File: src/rtl/esq_pkg.sv
package esq_pkg;

    // Target selected by the address decoder
    typedef enum logic [1:0] {
        SEL_NONE,
        SEL_WIN,
        SEL_PORT,
        SEL_CTL
    } esq_sel_e;

    // Submit-port word phase
    typedef enum logic {
        PH_HIGH,
        PH_LOW
    } esq_phase_e;

    // Load strobe control
    typedef enum logic {
        LD_IDLE,
        LD_PULSE
    } esq_load_e;

endpackage

File: src/rtl/esq_bus_decode.sv
module esq_bus_decode
    import esq_pkg::*;
#(
    parameter int                ADDR_W    = 12,
    parameter int                NUM_SLOTS = 8,
    parameter int                IDX_W     = 3,
    parameter logic [ADDR_W-1:0] WIN_BASE  = 12'h510,
    parameter logic [ADDR_W-1:0] CTL_OFFS  = 12'h550,
    parameter logic [ADDR_W-1:0] PORT_OFFS = 12'h230
) (
    input  logic [ADDR_W-1:0] bus_addr,
    output esq_sel_e          sel,
    output logic [IDX_W-1:0]  win_slot,
    output logic              win_hi
);

    localparam logic [ADDR_W-1:0] WIN_BYTES = ADDR_W'(NUM_SLOTS * 8);

    logic [ADDR_W-1:0] offs;

    assign offs = bus_addr - WIN_BASE;

    always_comb begin
        sel = SEL_NONE;
        if (bus_addr[1:0] == 2'b00) begin
            // unsigned wrap makes addresses below the base fail this compare
            if (offs < WIN_BYTES) begin
                sel = SEL_WIN;
            end else if (bus_addr == CTL_OFFS) begin
                sel = SEL_CTL;
            end else if (bus_addr == PORT_OFFS) begin
                sel = SEL_PORT;
            end
        end
    end

    assign win_slot = offs[IDX_W+2:3];
    assign win_hi   = offs[2];

endmodule

File: src/rtl/esq_port_seq.sv
module esq_port_seq
    import esq_pkg::*;
#(
    parameter int NUM_SLOTS = 8,
    parameter int IDX_W     = 3
) (
    input  logic             clk,
    input  logic             rst_n,
    input  logic             port_wr,
    input  logic             load_cmd,
    input  logic [31:0]      wdata,
    output logic             commit,
    output logic [IDX_W-1:0] commit_idx,
    output logic [63:0]      commit_data
);

    localparam logic [IDX_W-1:0] LAST_IDX = IDX_W'(NUM_SLOTS - 1);

    esq_phase_e       phase_q, phase_d;
    logic [IDX_W-1:0] ptr_q, ptr_d;
    logic [31:0]      hold_q, hold_d;

    // next-state logic
    always_comb begin
        phase_d = phase_q;
        ptr_d   = ptr_q;
        hold_d  = hold_q;
        if (load_cmd) begin
            phase_d = PH_HIGH;
            ptr_d   = '0;
        end else if (port_wr) begin
            unique case (phase_q)
                PH_HIGH: begin
                    hold_d  = wdata;
                    phase_d = PH_LOW;
                end
                PH_LOW: begin
                    phase_d = PH_HIGH;
                    ptr_d   = (ptr_q == LAST_IDX) ? '0 : ptr_q + 1'b1;
                end
                default: phase_d = PH_HIGH;
            endcase
        end
    end

    // state register
    always_ff @(posedge clk or negedge rst_n) begin
        if (!rst_n) begin
            phase_q <= PH_HIGH;
            ptr_q   <= '0;
            hold_q  <= '0;
        end else begin
            phase_q <= phase_d;
            ptr_q   <= ptr_d;
            hold_q  <= hold_d;
        end
    end

    // outputs
    always_comb begin
        commit      = port_wr && (phase_q == PH_LOW) && !load_cmd;
        commit_idx  = ptr_q;
        commit_data = {hold_q, wdata};
    end

    p_ptr_step_r4: assert property (@(posedge clk) disable iff (!rst_n)
        (port_wr && !load_cmd && phase_q == PH_LOW) |=>
            (ptr_q == (($past(ptr_q) == LAST_IDX) ? '0 : $past(ptr_q) + 1'b1)));

    p_ptr_restart_r7: assert property (@(posedge clk) disable iff (!rst_n)
        load_cmd |=> (ptr_q == '0 && phase_q == PH_HIGH));

    p_high_held_r3: assert property (@(posedge clk) disable iff (!rst_n)
        (port_wr && !load_cmd && phase_q == PH_HIGH) |=>
            (phase_q == PH_LOW && hold_q == $past(wdata)));

endmodule

File: src/rtl/esq_slot_store.sv
module esq_slot_store #(
    parameter int NUM_SLOTS = 8,
    parameter int IDX_W     = 3
) (
    input  logic                   clk,
    input  logic                   rst_n,
    input  logic                   win_wr,
    input  logic [IDX_W-1:0]       win_slot,
    input  logic                   win_hi,
    input  logic [31:0]            wdata,
    input  logic                   commit,
    input  logic [IDX_W-1:0]       commit_idx,
    input  logic [63:0]            commit_data,
    output logic [NUM_SLOTS*64-1:0] slots_flat,
    output logic [31:0]            rd_word
);

    logic [63:0] slot_q [NUM_SLOTS];

    for (genvar g = 0; g < NUM_SLOTS; g++) begin : g_slot
        always_ff @(posedge clk or negedge rst_n) begin
            if (!rst_n) begin
                slot_q[g] <= '0;
            end else if (commit && commit_idx == IDX_W'(g)) begin
                slot_q[g] <= commit_data;
            end else if (win_wr && win_slot == IDX_W'(g)) begin
                if (win_hi) begin
                    slot_q[g][63:32] <= wdata;
                end else begin
                    slot_q[g][31:0] <= wdata;
                end
            end
        end
        assign slots_flat[g*64 +: 64] = slot_q[g];
    end

    assign rd_word = win_hi ? slot_q[win_slot][63:32] : slot_q[win_slot][31:0];

    p_commit_lands_r3: assert property (@(posedge clk) disable iff (!rst_n)
        commit |=> (slot_q[$past(commit_idx)] == $past(commit_data)));

    p_window_write_r2: assert property (@(posedge clk) disable iff (!rst_n)
        (win_wr && !commit) |=> (rd_word == $past(wdata) || win_slot != $past(win_slot)
                                 || win_hi != $past(win_hi)));

endmodule

File: src/rtl/esq_load_ctrl.sv
module esq_load_ctrl
    import esq_pkg::*;
#(
    parameter int NUM_SLOTS = 8
) (
    input  logic                    clk,
    input  logic                    rst_n,
    input  logic                    load_cmd,
    input  logic [NUM_SLOTS*64-1:0] slots_flat,
    output logic                    load_strobe,
    output logic [NUM_SLOTS*64-1:0] load_desc,
    output logic [NUM_SLOTS-1:0]    load_used
);

    esq_load_e              st_q, st_d;
    logic [NUM_SLOTS*64-1:0] desc_q;
    logic [NUM_SLOTS-1:0]    used_q, used_d;

    always_comb begin
        unique case (st_q)
            LD_IDLE:  st_d = load_cmd ? LD_PULSE : LD_IDLE;
            LD_PULSE: st_d = load_cmd ? LD_PULSE : LD_IDLE;
            default:  st_d = LD_IDLE;
        endcase
    end

    for (genvar g = 0; g < NUM_SLOTS; g++) begin : g_used
        assign used_d[g] = |slots_flat[g*64 +: 64];
    end

    always_ff @(posedge clk or negedge rst_n) begin
        if (!rst_n) begin
            st_q   <= LD_IDLE;
            desc_q <= '0;
            used_q <= '0;
        end else begin
            st_q <= st_d;
            if (load_cmd) begin
                desc_q <= slots_flat;
                used_q <= used_d;
            end
        end
    end

    always_comb begin
        load_strobe = (st_q == LD_PULSE);
        load_desc   = desc_q;
        load_used   = used_q;
    end

    p_strobe_cause_r5: assert property (@(posedge clk) disable iff (!rst_n)
        load_strobe |-> $past(load_cmd));

    p_snapshot_hold_r10: assert property (@(posedge clk) disable iff (!rst_n)
        !load_strobe |-> ($stable(load_desc) && $stable(load_used)));

    p_snapshot_match_r5: assert property (@(posedge clk) disable iff (!rst_n)
        load_cmd |=> (load_desc == $past(slots_flat)));

endmodule

File: src/rtl/esq_submit_queue.sv
module esq_submit_queue
    import esq_pkg::*;
#(
    parameter int                ADDR_W    = 12,
    parameter int                NUM_SLOTS = 8,
    parameter logic [ADDR_W-1:0] WIN_BASE  = 12'h510,
    parameter logic [ADDR_W-1:0] CTL_OFFS  = 12'h550,
    parameter logic [ADDR_W-1:0] PORT_OFFS = 12'h230
) (
    input  logic                    clk,
    input  logic                    rst_n,
    input  logic                    bus_req,
    input  logic                    bus_we,
    input  logic [ADDR_W-1:0]       bus_addr,
    input  logic [31:0]             bus_wdata,
    output logic [31:0]             bus_rdata,
    output logic                    bus_rvalid,
    output logic                    load_strobe,
    output logic [NUM_SLOTS*64-1:0] load_desc,
    output logic [NUM_SLOTS-1:0]    load_used
);

    localparam int IDX_W = (NUM_SLOTS > 1) ? $clog2(NUM_SLOTS) : 1;

    esq_sel_e              sel;
    logic [IDX_W-1:0]      win_slot;
    logic                  win_hi;
    logic                  win_wr, port_wr, load_cmd, rd_req;
    logic                  commit;
    logic [IDX_W-1:0]      commit_idx;
    logic [63:0]           commit_data;
    logic [NUM_SLOTS*64-1:0] slots_flat;
    logic [31:0]           rd_word;
    logic [31:0]           rdata_q;
    logic                  rvalid_q;

    esq_bus_decode #(
        .ADDR_W(ADDR_W), .NUM_SLOTS(NUM_SLOTS), .IDX_W(IDX_W),
        .WIN_BASE(WIN_BASE), .CTL_OFFS(CTL_OFFS), .PORT_OFFS(PORT_OFFS)
    ) u_decode (
        .bus_addr (bus_addr),
        .sel      (sel),
        .win_slot (win_slot),
        .win_hi   (win_hi)
    );

    assign win_wr   = bus_req && bus_we && (sel == SEL_WIN);
    assign port_wr  = bus_req && bus_we && (sel == SEL_PORT);
    assign load_cmd = bus_req && bus_we && (sel == SEL_CTL) && bus_wdata[0];
    assign rd_req   = bus_req && !bus_we;

    esq_port_seq #(.NUM_SLOTS(NUM_SLOTS), .IDX_W(IDX_W)) u_port (
        .clk         (clk),
        .rst_n       (rst_n),
        .port_wr     (port_wr),
        .load_cmd    (load_cmd),
        .wdata       (bus_wdata),
        .commit      (commit),
        .commit_idx  (commit_idx),
        .commit_data (commit_data)
    );

    esq_slot_store #(.NUM_SLOTS(NUM_SLOTS), .IDX_W(IDX_W)) u_store (
        .clk         (clk),
        .rst_n       (rst_n),
        .win_wr      (win_wr),
        .win_slot    (win_slot),
        .win_hi      (win_hi),
        .wdata       (bus_wdata),
        .commit      (commit),
        .commit_idx  (commit_idx),
        .commit_data (commit_data),
        .slots_flat  (slots_flat),
        .rd_word     (rd_word)
    );

    esq_load_ctrl #(.NUM_SLOTS(NUM_SLOTS)) u_load (
        .clk         (clk),
        .rst_n       (rst_n),
        .load_cmd    (load_cmd),
        .slots_flat  (slots_flat),
        .load_strobe (load_strobe),
        .load_desc   (load_desc),
        .load_used   (load_used)
    );

    // registered read return
    always_ff @(posedge clk or negedge rst_n) begin
        if (!rst_n) begin
            rdata_q  <= '0;
            rvalid_q <= 1'b0;
        end else begin
            rvalid_q <= rd_req;
            rdata_q  <= (rd_req && sel == SEL_WIN) ? rd_word : '0;
        end
    end

    assign bus_rdata  = rdata_q;
    assign bus_rvalid = rvalid_q;

    p_ctl_reads_zero_r8: assert property (@(posedge clk) disable iff (!rst_n)
        $past(rd_req && sel == SEL_CTL) |-> (bus_rvalid && bus_rdata == '0));

    p_unmapped_reads_zero_r9: assert property (@(posedge clk) disable iff (!rst_n)
        $past(rd_req && sel == SEL_NONE) |-> (bus_rvalid && bus_rdata == '0));

    p_unmapped_write_inert_r9: assert property (@(posedge clk) disable iff (!rst_n)
        (bus_req && bus_we && sel == SEL_NONE) |=> $stable(slots_flat));

    p_load_keeps_slots_r6: assert property (@(posedge clk) disable iff (!rst_n)
        load_cmd |=> $stable(slots_flat));

endmodule

File: config.mk
export PLATFORM = sky130hd
export DESIGN_NAME = esq_submit_queue
export DESIGN_NICKNAME = d
export VERILOG_FILES = /design/src/rtl/esq_pkg.sv /design/src/rtl/esq_bus_decode.sv /design/src/rtl/esq_port_seq.sv /design/src/rtl/esq_slot_store.sv /design/src/rtl/esq_load_ctrl.sv /design/src/rtl/esq_submit_queue.sv
export SDC_FILE = /design/constraint.sdc
export NUM_CORES = 2
export LEC_CHECK = 0
export ABC_CLOCK_PERIOD_IN_PS = 3700
export BUFFER_PORTS_ARGS = -buffer_cell sky130_fd_sc_hd__buf_2
export CELL_PAD_IN_SITES_DETAIL_PLACEMENT = 1
export CELL_PAD_IN_SITES_GLOBAL_PLACEMENT = 1
export CORE_MARGIN = 1
export CORE_UTILIZATION = 30
export DETAILED_ROUTE_END_ITERATION = 10
export PLACE_DENSITY = 0.63
export SETUP_SLACK_MARGIN = 0.3
export SYNTH_ARGS = -nofsm -noshare
export SYNTH_HDL_FRONTEND = slang
export SYNTH_SLANG_ARGS = --single-unit
File: constraint.sdc
create_clock -name clk -period 3.7 [get_ports clk]
set_input_delay 0.37 -clock clk [delete_from_list [all_inputs] [get_ports clk]]
set_output_delay 0.37 -clock clk [all_outputs]
set_load 0.01 [all_outputs]
==> flow_summary.json <==
{
  "core-area_sq_um": 163000,
  "outcome": "complete, no violations",
  "vias_per_cell": 5.35,
  "die_h_um": 407,
  "synth-edff-count": 0,
  "yosys_most_used_dff": "dfrtp_1",
  "synth.distinct_cells": 57,
  "vdd_drop_max_v": 0.000485,
  "final_core_utilization_pct": 36.1,
  "drive_gt1_share_pct": 27.5,
  "drt_iter0_drc": 3410,
  "layout_common_cells": "1,639 x nand2_1, 1,102 x dfrtp_1, 598 x buf_2, 280 x mux2_2, 143 x nor2_1",
  "io_buffers": 601,
  "end_kind": "flop",
  "die_x_um": 407,
  "finalWorstSetupSlack_ps": 802,
  "die_area_sq_um": 165000,
  "skew_ps": 30.2,
  "postRouteAntennaNets": 0,
  "grt_pass1_vias": 41000,
  "relSlewSlack_pct": 12.0,
  "worst_ep_arrival_time_ps": 3560,
  "synth_area_per_cell_sq_um": 10.7,
  "crit_fanout": 28,
  "drt-total-wl_mm": 217,
  "max_freq_ghz": 0.345,
  "max_cap_violations": 0,
  "clk_pin_slew_ps": 60,
  "gr-total-overflow": 0,
  "synthesis.nets": 4656,
  "syn_inst": 4599,
  "hold_class": "in2reg",
  "h-tree-depth": 4,
  "clkSinkCount": 1102,
  "cts_tree": "done",
  "io_pins": 602,
  "clk_latency_ps": 780,
  "dp_slack_ps": 509,
  "vias": 39400,
  "yosys_warnings": 0,
  "start_kind": "flop",
  "routedWlPerCell_um": 29.4,
  "fin_crit_sh_pct": 78.3,
  "grt_start_max_net_pins": 129,
  "final_area_sq_um": 58600,
  "powerDensity_nw_per_um2": 445,
  "drcViolationCount": 0,
  "post_dp_cell_area_sq_um": 54300,
  "area_growth_pct": 19.4,
  "firstDrtPassIters": 5,
  "rsz0062_at_grt": "false",
  "grt_use_total_pct": 26.0,
  "tightest_slew_ps": 1320,
  "start_util_pct": 30.2,
  "numCtsBuffers": 134,
  "post_cts_buffers": 0,
  "critPathRequiredTime_ps": 4360,
  "dp_hpwl_mm": 159,
  "timing.final.setup_violations": 0,
  "grt_pass1_wl_mm": 308,
  "antenna_found_initial": 24,
  "seq_area_frac_synth_pct": 56.2,
  "place.gp.congestion": 0.884,
  "row_count": 148,
  "clockRootBuffer": "clkbuf_16",
  "syn_area_sq_um": 49100,
  "final_common_cell": "nand2_1",
  "ys_seq_elements": 1102,
  "placed_cells": 7119,
  "hold_viol_final": 0,
  "clockBufferDepth": 3,
  "leakage_nw": 31.2,
  "crit_type": "reg2reg",
  "report.final.slew_viol_count": 0,
  "nets": 5141,
  "min_period_ps": 2900,
  "finalNonFillerCells": 7368,
  "tns_ps": 0,
  "synthArstFlopShare_pct": 100
}
==> critical path, cell delays in order (launching register included) <==
cell and delay, ps:
dfrtp_1 470, inv_1 210, ha_1 250, nor2b_1 140, nand4_1 140, o21ai_4 920, buf_4 300, mux2_2 340
==> report_power, final <==
part           switching [mW]  internal, mW  leakage [nW]  total, mW
registers              0.0300          12.1          15.4       12.1
logic                   0.674         0.207          13.7      0.881
clock network            5.50          7.64          2.13       13.1
total                    6.20          19.9          31.2       26.1
==> per-layer routing <==
metal,vias up,routed length [um],track usage [%]
li1,16800,-,-
met1,20700,84600,31.9
met2,1492,108000,44.1
met3,372,15800,6.22
met4,20,8230,9.52
met5,-,128,0
==> logic make-up after synthesis <==
family | after synthesis | share of synthesized area, %
muxes | 480 | 14.4
buffers and inverters | 384 | 4.21
DFF | 1102 | 56.2
AOI/OAI and AO/OA | 495 | 6.81
adders and majority gates | 9 | 0.229
xor gates and xnor gates | 3 | 0.0688
and+or+nand+nor | 2126 | 18.1
==> cells in the mapped netlist, drive strengths merged (9+ instances only) <==
library cell	number	area share (%)
and3	66	0.84
dfrtp	1102	56
nand3	44	0.45
a22oi	96	1.5
a31oi	32	0.41
nor2	152	1.2
a21oi	72	0.73
o21ai	164	1.7
nor4	142	1.9
nor3	10	0.13
nand2	1640	13
a2bb2oi	32	0.58
buf	172	2.5
mux2	352	8.5
a221oi	32	0.57
mux4	128	5.9
nand4	40	0.51
ha	9	0.23
clkbuf	207	1.7
a221o	64	1.3
==> flip-flops by register name (all words and copies together), names as in the netlist <==
| signal | count |
|---|---|
| u_store.slots_flat | 512 |
| u_port.commit_idx | 3 |
| u_port.phase_q | 1 |
| u_port.hold_q | 32 |
| bus_rdata | 32 |
| bus_rvalid | 1 |
| u_load.load_desc | 512 |
| u_load.load_strobe | 1 |
| u_load.load_used | 8 |
==> worst paths after layout <==
path	slack, ps	from	cells after the start	to
worst max-delay path	800	u_port.commit_idx[2]$_DFFE_PN0P_	7	u_store.slots_flat[193]$_DFFE_PN0P_
worst min-delay path	50	bus_wdata[19]	3	u_store.slots_flat[115]$_DFFE_PN0P_
worst max register to register	800	u_port.commit_idx[2]$_DFFE_PN0P_	7	u_store.slots_flat[193]$_DFFE_PN0P_
worst min register to register	460	u_load.load_desc[26]$_DFFE_PN0P_	2	u_load.load_desc[26]$_DFFE_PN0P_
max in group asynchronous	2370	rst_n	3	u_store.slots_flat[404]$_DFFE_PN0P_
min in group asynchronous	140	rst_n	2	u_load.load_desc[72]$_DFFE_PN0P_
==> area by class of cell <==
cell class / count / area [sq um]
timing repair buffer: 728 / 4410
antenna: 6 / 15.0
clock buffer: 206 / 4020
tap: 2175 / 2720
sequential: 1102 / 27600
fill: 18300 / 104000
multi-input combinational: 3113 / 19600
clock inverter: 33 / 303
inverter: 5 / 18.8
==> per-stage QoR <==
step | total power [mW] | hold slack, ps
final | 26.1 | 53.3
after global routing | 26.9 | 67.9
after CTS | 26.4 | 11.1
after detailed placement | 13.2 | 401
after global placement | 13.2 | 396
after floorplan | 12.6 | 74.4
==> repair_timing <==
action                                 CTS  global route
resized for setup                        0             0
endpoints found under the hold margin   49             0
hold buffers                             4             0
Power figures use the tool's default switching activity.
